[src/rtl/bufdep_pkg.sv]
package bufdep_pkg;

    typedef enum logic [1:0] {
        SLOT_IDLE = 2'd0,
        SLOT_BUSY = 2'd1,
        SLOT_FULL = 2'd2
    } slot_state_e;

    typedef struct packed {
        logic up;
        logic down;
    } slot_step_t;

endpackage

[src/rtl/bufdep_slot.sv]
module bufdep_slot
    import bufdep_pkg::*;
#(
    parameter int MAX_CNT = 4,
    parameter int CNT_W   = $clog2(MAX_CNT + 1)
) (
    input  logic clk,
    input  logic rst_n,
    input  logic step_en_i,
    input  logic inc_i,
    input  logic dec_i,
    output logic held_o,
    output logic fault_o
);

    localparam logic [CNT_W-1:0] CNT_ONE   = CNT_W'(1);
    localparam logic [CNT_W-1:0] CNT_BELOW = CNT_W'(MAX_CNT - 1);

    slot_state_e     state_q, state_d;
    logic [CNT_W-1:0] cnt_q, cnt_d;
    slot_step_t      req;
    logic            do_up, do_down;

    // Opposing strobes on the same slot cancel before any range check.
    always_comb begin
        req.up   = step_en_i & inc_i & ~dec_i;
        req.down = step_en_i & dec_i & ~inc_i;
    end

    always_comb begin
        do_up   = req.up   & (state_q != SLOT_FULL);
        do_down = req.down & (state_q != SLOT_IDLE);
    end

    always_comb begin
        state_d = state_q;
        cnt_d   = cnt_q;
        if (do_up) begin
            cnt_d = cnt_q + CNT_ONE;
        end else if (do_down) begin
            cnt_d = cnt_q - CNT_ONE;
        end
        unique case (state_q)
            SLOT_IDLE: begin
                if (do_up) begin
                    state_d = (MAX_CNT == 1) ? SLOT_FULL : SLOT_BUSY;
                end
            end
            SLOT_BUSY: begin
                if (do_up && (cnt_q == CNT_BELOW)) begin
                    state_d = SLOT_FULL;
                end else if (do_down && (cnt_q == CNT_ONE)) begin
                    state_d = SLOT_IDLE;
                end
            end
            SLOT_FULL: begin
                if (do_down) begin
                    state_d = (MAX_CNT == 1) ? SLOT_IDLE : SLOT_BUSY;
                end
            end
            default: state_d = SLOT_IDLE;
        endcase
    end

    always_ff @(posedge clk or negedge rst_n) begin
        if (!rst_n) begin
            state_q <= SLOT_IDLE;
            cnt_q   <= '0;
        end else begin
            state_q <= state_d;
            cnt_q   <= cnt_d;
        end
    end

    always_comb begin
        held_o  = (state_q != SLOT_IDLE);
        fault_o = (req.up & (state_q == SLOT_FULL)) |
                  (req.down & (state_q == SLOT_IDLE));
    end

endmodule

[src/rtl/bufdep_flags.sv]
module bufdep_flags #(
    parameter int NUM_BUF = 4
) (
    input  logic               clk,
    input  logic               rst_n,
    input  logic               enable_i,
    input  logic [NUM_BUF-1:0] held_i,
    input  logic [NUM_BUF-1:0] fault_i,
    output logic [NUM_BUF-1:0] dep_o,
    output logic               all_dep_o,
    output logic               err_o
);

    logic err_q;

    always_comb begin
        dep_o     = enable_i ? held_i : '0;
        all_dep_o = enable_i & (&held_i);
    end

    always_ff @(posedge clk or negedge rst_n) begin
        if (!rst_n) begin
            err_q <= 1'b0;
        end else begin
            err_q <= |fault_i;
        end
    end

    assign err_o = err_q;

endmodule

[src/rtl/bufdep_tracker.sv]
module bufdep_tracker #(
    parameter int NUM_BUF    = 4,
    parameter int FIFO_DEPTH = 4
) (
    input  logic               clk,
    input  logic               rst_n,
    input  logic               enable_i,
    input  logic               push_i,
    input  logic [NUM_BUF-1:0] push_sel_i,
    input  logic               pop_i,
    input  logic [NUM_BUF-1:0] pop_sel_i,
    output logic [NUM_BUF-1:0] dep_o,
    output logic               all_dep_o,
    output logic               err_o
);

    localparam int CNT_W = $clog2(FIFO_DEPTH + 1);

    logic [NUM_BUF-1:0] held;
    logic [NUM_BUF-1:0] fault;

    for (genvar g = 0; g < NUM_BUF; g++) begin : gen_slot
        bufdep_slot #(
            .MAX_CNT(FIFO_DEPTH),
            .CNT_W  (CNT_W)
        ) u_slot (
            .clk      (clk),
            .rst_n    (rst_n),
            .step_en_i(enable_i),
            .inc_i    (push_i & push_sel_i[g]),
            .dec_i    (pop_i & pop_sel_i[g]),
            .held_o   (held[g]),
            .fault_o  (fault[g])
        );
    end

    bufdep_flags #(
        .NUM_BUF(NUM_BUF)
    ) u_flags (
        .clk      (clk),
        .rst_n    (rst_n),
        .enable_i (enable_i),
        .held_i   (held),
        .fault_i  (fault),
        .dep_o    (dep_o),
        .all_dep_o(all_dep_o),
        .err_o    (err_o)
    );

endmodule

[config.mk]
export PLATFORM = sky130hd
export DESIGN_NAME = bufdep_tracker
export DESIGN_NICKNAME = d
export VERILOG_FILES = /design/src/rtl/bufdep_pkg.sv /design/src/rtl/bufdep_slot.sv /design/src/rtl/bufdep_flags.sv /design/src/rtl/bufdep_tracker.sv
export SDC_FILE = /design/constraint.sdc
export NUM_CORES = 1
export LEC_CHECK = 0
export ABC_AREA = 1
export CAP_MARGIN = 20
export CELL_PAD_IN_SITES_DETAIL_PLACEMENT = 0
export CELL_PAD_IN_SITES_GLOBAL_PLACEMENT = 1
export CORE_MARGIN = 3
export CORE_UTILIZATION = 35
export CTS_CLUSTER_DIAMETER = 40
export DETAILED_ROUTE_END_ITERATION = 8
export PLACE_DENSITY_LB_ADDON = 0.1
export SYNTH_ARGS = -nofsm -noshare
export SYNTH_HDL_FRONTEND = slang
export SYNTH_SLANG_ARGS = --single-unit
[constraint.sdc]
create_clock -name clk -period 3 [get_ports clk]
set_clock_uncertainty 0.15 [all_clocks]
set_input_delay 0.3 -clock clk [delete_from_list [all_inputs] [get_ports clk]]
set_output_delay 0.3 -clock clk [all_outputs]
set_load 0.02 [all_outputs]
==> impl_results.md, run 1 <==
- Status: completed
- Die height: roughly 74 microns
- Area Growth Syn to Fin: 17.5%
- Via count: 1426
- CP max FO: 12
- Layout cells sized above 1: under 10%
- EDFF count, synth: 0
- Wirelength per Cell: roughly 11 microns
- Fill cell count: between 400 and 500
- Number of cells on the critical path: 6
- CTS tree: yes
- Setup CP Type: primary input to primary output
- Capturing point of the worst reg2reg path: gen_slot[3].u_slot.cnt_q[2]$_DFFE_PN0P_
- First-pass GRT wire length: ~6000 microns
- R2R cell count: 5
- Leakage: ~1.0 nW
- RSZ-0062 raised after global routing: false
- FF+latch count, synth: 21
- Setup WS post-layout: 585 ps
- Hold_buf cts: 0
- Die Wd: approximately 74 microns
- DP HPWL: 2660 microns
- Register area share after synthesis: 32.0%
- Top cells by area, synth: dfrtp_1, nand2_1, ha_1
- Family with the most delay on the worst path: buffers and inverters
- Total GRT Usage: 14.3%
- Worst reg2reg path startpoint: gen_slot[3].u_slot.cnt_q[0]$_DFFE_PN0P_
- Mapped Cells: around 230
- Multi-input gate area: 950 sq um
- Top cells by count, synth: nand2_1, inv_1, nand3_1, dfrtp_1
- Placer Congestion: just under 0.8
- Final number of setup-violating endpoints: 0
- Post-CTS Setup Bufs: 0
- Pre-antenna DRT Iters: 4
- HP Class: primary input to asynchronous set/reset pin
- Netlist Area Pre-Place: approximately 1600 sq um
- Least-Margin Pin Slew: 392 ps
- GRT overflow: 0
- Crit path time final: 2410 ps
- Worst-Skew Late Latency: between 200 and 300 ps
- WP buf/inv: 3
- Worst setup SP type: primary input
- Rows: 24
- Ys flop type: dfrtp_1
- Synth area leader: dfrtp_1
- CTS Sinks: 21
- Iter 0 DRT Violations: 55
- Crit path from: enable_i
- Crit path required time: ~2600 ps
- Clk root buf: clkbuf_8
- Starting Density: approximately 37%
- PwrDens: 677 nW/um^2
- WL final: 3450 microns
- CP Capture Point: all_dep_o
- FMAX: 414 MHz
- CP Capture Type: primary output
- CTS Buf Count: 3
- Final worst-path cycle share: just over 80%
- R2r setup slk: ~1600 ps
- CP max-delay cell: clkdlybuf4s50_1
- Sequential Area: roughly 530 sq um
- Core area: 4440 sq um
- Max H-tree Level: 1
- Synth warn: 0
- Syn Nets: 256
- Placement Setup Slack: between 500 and 600 ps
- Mean Syn Cell Area: between 7 and 8 sq um
- Max-slew violations: 0
- Post-DR vias/cell: 4.74
- Cell Chain, Critical Path: clkdlybuf4s50_1, inv_2, nor2_1, nand2_1, nor3_1, clkdlybuf4s50_1
- Clk buf depth: 2
- Initial antenna violation count: 0
- I/O Pins: 19
- Diodes inserted: 0
- Peak VDD IR: approximately 0.00037 V
- Arrival @ worst endpoint: roughly 2000 ps
- Slew headroom: around 74%
- DIE AREA: between 5000 and 6000 sq um
- Vias in the first global route: 1360
- Largest net degree at the start of global routing: 22
- Synth top area share: about a third
- Post-route ant nets: 0
- Synth cell types: 17
- Most frequent cell after synthesis: nand2_1
- Crit path largest cell delay: 630 ps
- Final Hold Vio Count: 0
- Setup_tns: 0 ps
- Post-CTS sizing: 0
- Clock edge transition at the registers on the reported setup and hold paths: 90 ps
- Drt drc: 0
- Most common cell on crit path: clkdlybuf4s50_1
- Max Cap Viol: 0
- Async S/R FF share, synth: 100%
- Final nets: approximately 280
- Number of port buffers: 18
placed cells by master, fill, tap and decap left out, types with 5 or more instances in the layout:
master,n
nand2_1,61
nand3_1,22
ha_1,16
nor2_1,15
nand4_1,16
nor2_4,5
dfrtp_1,21
o21ai_0,11
inv_1,40
clkdlybuf4s50_1,18
worst reg2reg max path: cells and delay by family (launching register included):
kind / cells / cell delay, ps
adders and majority gates: 2 / 490
DFF: 1 / 430
and+or+nand+nor: 3 / 230
logic make-up after synthesis:
| family | synth area share, % |
|---|---|
| buf+inv | 10.1 |
| xor+xnor | 4.27 |
| compound gates | 3.36 |
| fa+ha+maj | 12.2 |
| flops | 32.0 |
| simple gates | 38.1 |
stage by stage:
| stage | utilization (%) | hold slack [ps] | total power, mW | cells | cell area (sq um) |
|---|---|---|---|---|---|
| 2_1_floorplan | - | -146 | 0.951 | 227 | 1640 |
| 6_report | 43.4 | 235 | 1.30 | 301 | 1930 |
| 3_3_place_gp | 42.3 | 306 | 1.12 | 297 | 1880 |
| 5_1_grt | 43.4 | 271 | 1.47 | 301 | 1930 |
| 4_1_cts | 43.4 | 245 | 1.33 | 301 | 1930 |
| 3_5_place_dp | 42.3 | 310 | 1.12 | 297 | 1880 |
worst min path at each step:
stage	slack [ps]	cells after the start	endpoint
final	230	2	gen_slot[3].u_slot.state_q[1]$_DFFE_PN0P_
after global routing	270	2	gen_slot[3].u_slot.state_q[1]$_DFFE_PN0P_
after CTS	240	2	gen_slot[3].u_slot.state_q[1]$_DFFE_PN0P_
after detailed placement	310	1	gen_slot[3].u_slot.state_q[0]$_DFFE_PN0P_
after global placement	310	1	gen_slot[3].u_slot.state_q[0]$_DFFE_PN0P_
after floorplan	-150	0	gen_slot[0].u_slot.cnt_q[0]$_DFFE_PN0P_
sequential cells by signal (all words and copies together), names as in the netlist:
register and flops:
gen_slot.u_slot.cnt_q 12, gen_slot.u_slot.state_q 8, u_flags.err_o 1
final cells by class:
| type | instances | share of cell area, % |
|---|---|---|
| clock buffers | 4 | 2.34 |
| inverters | 41 | 7.99 |
| multi-input cells | 164 | 49.3 |
| flip-flops and latches | 21 | 27.3 |
| well taps | 52 | 3.38 |
| repair buffers | 19 | 9.74 |
report_power, final:
part           total (mW)  internal [mW]  switching, mW
Sequential          0.480          0.384         0.0966
Combinational       0.628          0.280          0.348
Clock               0.197         0.0948          0.102
Total                1.30          0.758          0.547
metal layers:
metal	global-route usage (%)	vias to the layer above	share of wire, %
li1	-	770	-
met1	20.3	637	52
met2	22.4	17	44
met3	3.38	2	3.2
met4	2.37	0	0.67
met5	0	-	0
No activity file was read; power rests on OpenSTA's default activity.
==> inputs of run 2 (changes only) <==
==> constraint.sdc (replaced) <==
create_clock -name clk -period 2 [get_ports clk]
set_clock_uncertainty 0.15 [all_clocks]
set_input_delay 0.2 -clock clk [delete_from_list [all_inputs] [get_ports clk]]
set_output_delay 0.2 -clock clk [all_outputs]
set_load 0.02 [all_outputs]
==> run 2 against run 1 <==
  * First-iteration DRC count increased by 22%
  * Critical endpoint unchanged
  * Combinational power increased by 50%
  * Non-clock buffer count increased by 7
  * Final cell count increased by 2.3%
  * Critical path depth increased by 1
  * Power increased by 49%
  * Sequential cell count unchanged
  * Clock power increased by 45%
  * Die area unchanged
==> impl_results.md, run 2 (same netlist as run 1, synthesis figures left out) <==
- Initial antenna violation count: 0
- Commonest non-fill, non-tap cell in the layout: nand2_1
- RSZ-0062 raised after global routing: false
- GRT overflow: 0
- Placer Congestion: around 0.76
- Final nets: ~290
- CTS Sinks: 21
- Status: completed
- Family with the most delay on the worst path: simple AND/OR/NAND/NOR gates
- Total GRT Usage: ~14%
- R2r setup slk: around 600 ps
- Post-route ant nets: 0
- Post-DR vias/cell: about 4.6
- Max H-tree Level: 1
- Crit path time final: around 1800 ps
- First-pass GRT wire length: ~6000 microns
- WP buf/inv: 3
- Setup_tns: 0 ps
- Via count: around 1400
- Cell Chain, Critical Path: inv_1, nand2_1, inv_1, nor2_1, nand2_1, nor3_1, clkbuf_2
- CP Capture Type: primary output
- Layout cells sized above 1: 10.5%
- Hold_buf cts: 0
- DP HPWL: ~2700 microns
- Area Growth Syn to Fin: 20.7%
- Number of cells on the critical path: 7
- Die Wd: 74.5 microns
- HP Class: primary input to asynchronous set/reset pin
- FMAX: between 500 and 600 MHz
- R2R cell count: 5
- Arrival @ worst endpoint: 1440 ps
- Clk root buf: clkbuf_8
- Placement Setup Slack: -65.3 ps
- P_sw: between 0.8 and 0.9 mW
- Crit path largest cell delay: 380 ps
- Slew headroom: between 80% and 90%
- Final instance area: 1980 sq um
- PwrDens: ~980 nW/um^2
- Sw frac: a little over 40%
- Final worst-path cycle share: between 80% and 90%
- Largest register FFs: 12
- Capturing point of the worst reg2reg path: gen_slot[3].u_slot.cnt_q[2]$_DFFE_PN0P_
- Overall power: between 1.5 and 2 mW
- Final Hold Vio Count: 0
- Largest Register: gen_slot.u_slot.cnt_q
- Worst reg2reg path startpoint: gen_slot[3].u_slot.cnt_q[0]$_DFFE_PN0P_
- Worst hold slack: 139 ps
- DIE AREA: around 5500 sq um
- Clk network pwr share: between 10 and 15%
- Wirelength per Cell: ~11 microns
- Core Util, Final: about 45%
- Iter 0 DRT Violations: 67
- Most frequent cells in the layout: nand2_1, inv_1, nand3_1
- Rows: 24
- Comb pwr share: between 40% and 50%
- Crit path from: gen_slot[2].u_slot.state_q[1]$_DFFE_PN0P_
- Pre-antenna DRT Iters: 5
- Peak VDD IR: 0.000361 V
- Clock edge transition at the registers on the reported setup and hold paths: approximately 80 ps
- Diodes inserted: 0
- Number of port buffers: 18
- Post-DP Area: between 1500 and 2000 sq um
- Largest net degree at the start of global routing: 22
- Cell Int Power: between 1 and 1.5 mW
- Max Cap Viol: 0
- CP max FO: 3
- Post-CTS Setup Bufs: 0
- Worst-Skew Late Latency: about 260 ps
- Setup WS post-layout: around 210 ps
- Crit path required time: approximately 1700 ps
- Core area: about 4400 sq um
- CP max-delay cell: dfrtp_1
- Least-Margin Pin Slew: around 290 ps
- I/O Pins: 19
- Fill cell count: around 460
- Clk buf depth: 2
- Final number of setup-violating endpoints: 0
- Worst setup SP type: flip-flop
- Leakage: around 1.1 nW
- CTS Buf Count: 3
- Vias in the first global route: between 1000 and 1500
- Part of the power in registers: between 30 and 40%
- Max-slew violations: 0
- # placed instances: 304
- WL final: 3400 microns
- Starting Density: a little under two fifths
- Die height: 74.5 microns
- CP Capture Point: all_dep_o
- Layout Cells excl Fill: ~310
- CTS tree: yes
- Drt drc: 0
- Setup CP Type: flip-flop to primary output
[run 2: area by class of cell]
type	instances	area [sq um]	share of cell area (%)
Tap cell	52	65.1	3.28
Sequential cell	21	526	26.5
Clock buffer	4	45.0	2.27
Timing Repair Buffer	26	241	12.2
Multi-Input combinational cell	164	950	47.9
Inverter	41	154	7.77
[run 2: power by group through the flow]
stage	sequential [mW]	combinational (mW)	clock (mW)
after detailed placement	0.728	0.968	0
after global routing	0.745	1.13	0.320
after floorplan	0.700	0.727	0
final	0.720	0.939	0.285
after global placement	0.728	0.966	0
after CTS	0.721	0.964	0.303
[run 2: how the worst min path moves through the flow]
stage                                                      endpoint  depth (start not counted)
final                       gen_slot[3].u_slot.cnt_q[0]$_DFFE_PN0P_                          2
after floorplan             gen_slot[0].u_slot.cnt_q[0]$_DFFE_PN0P_                          0
after global routing      gen_slot[3].u_slot.state_q[1]$_DFFE_PN0P_                          2
after CTS                 gen_slot[3].u_slot.state_q[1]$_DFFE_PN0P_                          2
after global placement    gen_slot[3].u_slot.state_q[0]$_DFFE_PN0P_                          1
after detailed placement  gen_slot[3].u_slot.state_q[0]$_DFFE_PN0P_                          1
[run 2: per-layer routing]
metal	vias to the layer above	GRT usage, %	share of wire, %
met2	16	21.7	45
met4	0	3.56	0.41
li1	779	-	-
met3	2	2.43	2.7
met5	-	0	0
met1	632	19.6	51
[run 2: what timing repair did]
item / CTS / global route
pin swaps: 0 / 0
resized for setup: 2 / 6
setup endpoints to repair: 2 / 4
hold endpoints to repair: 0 / 0
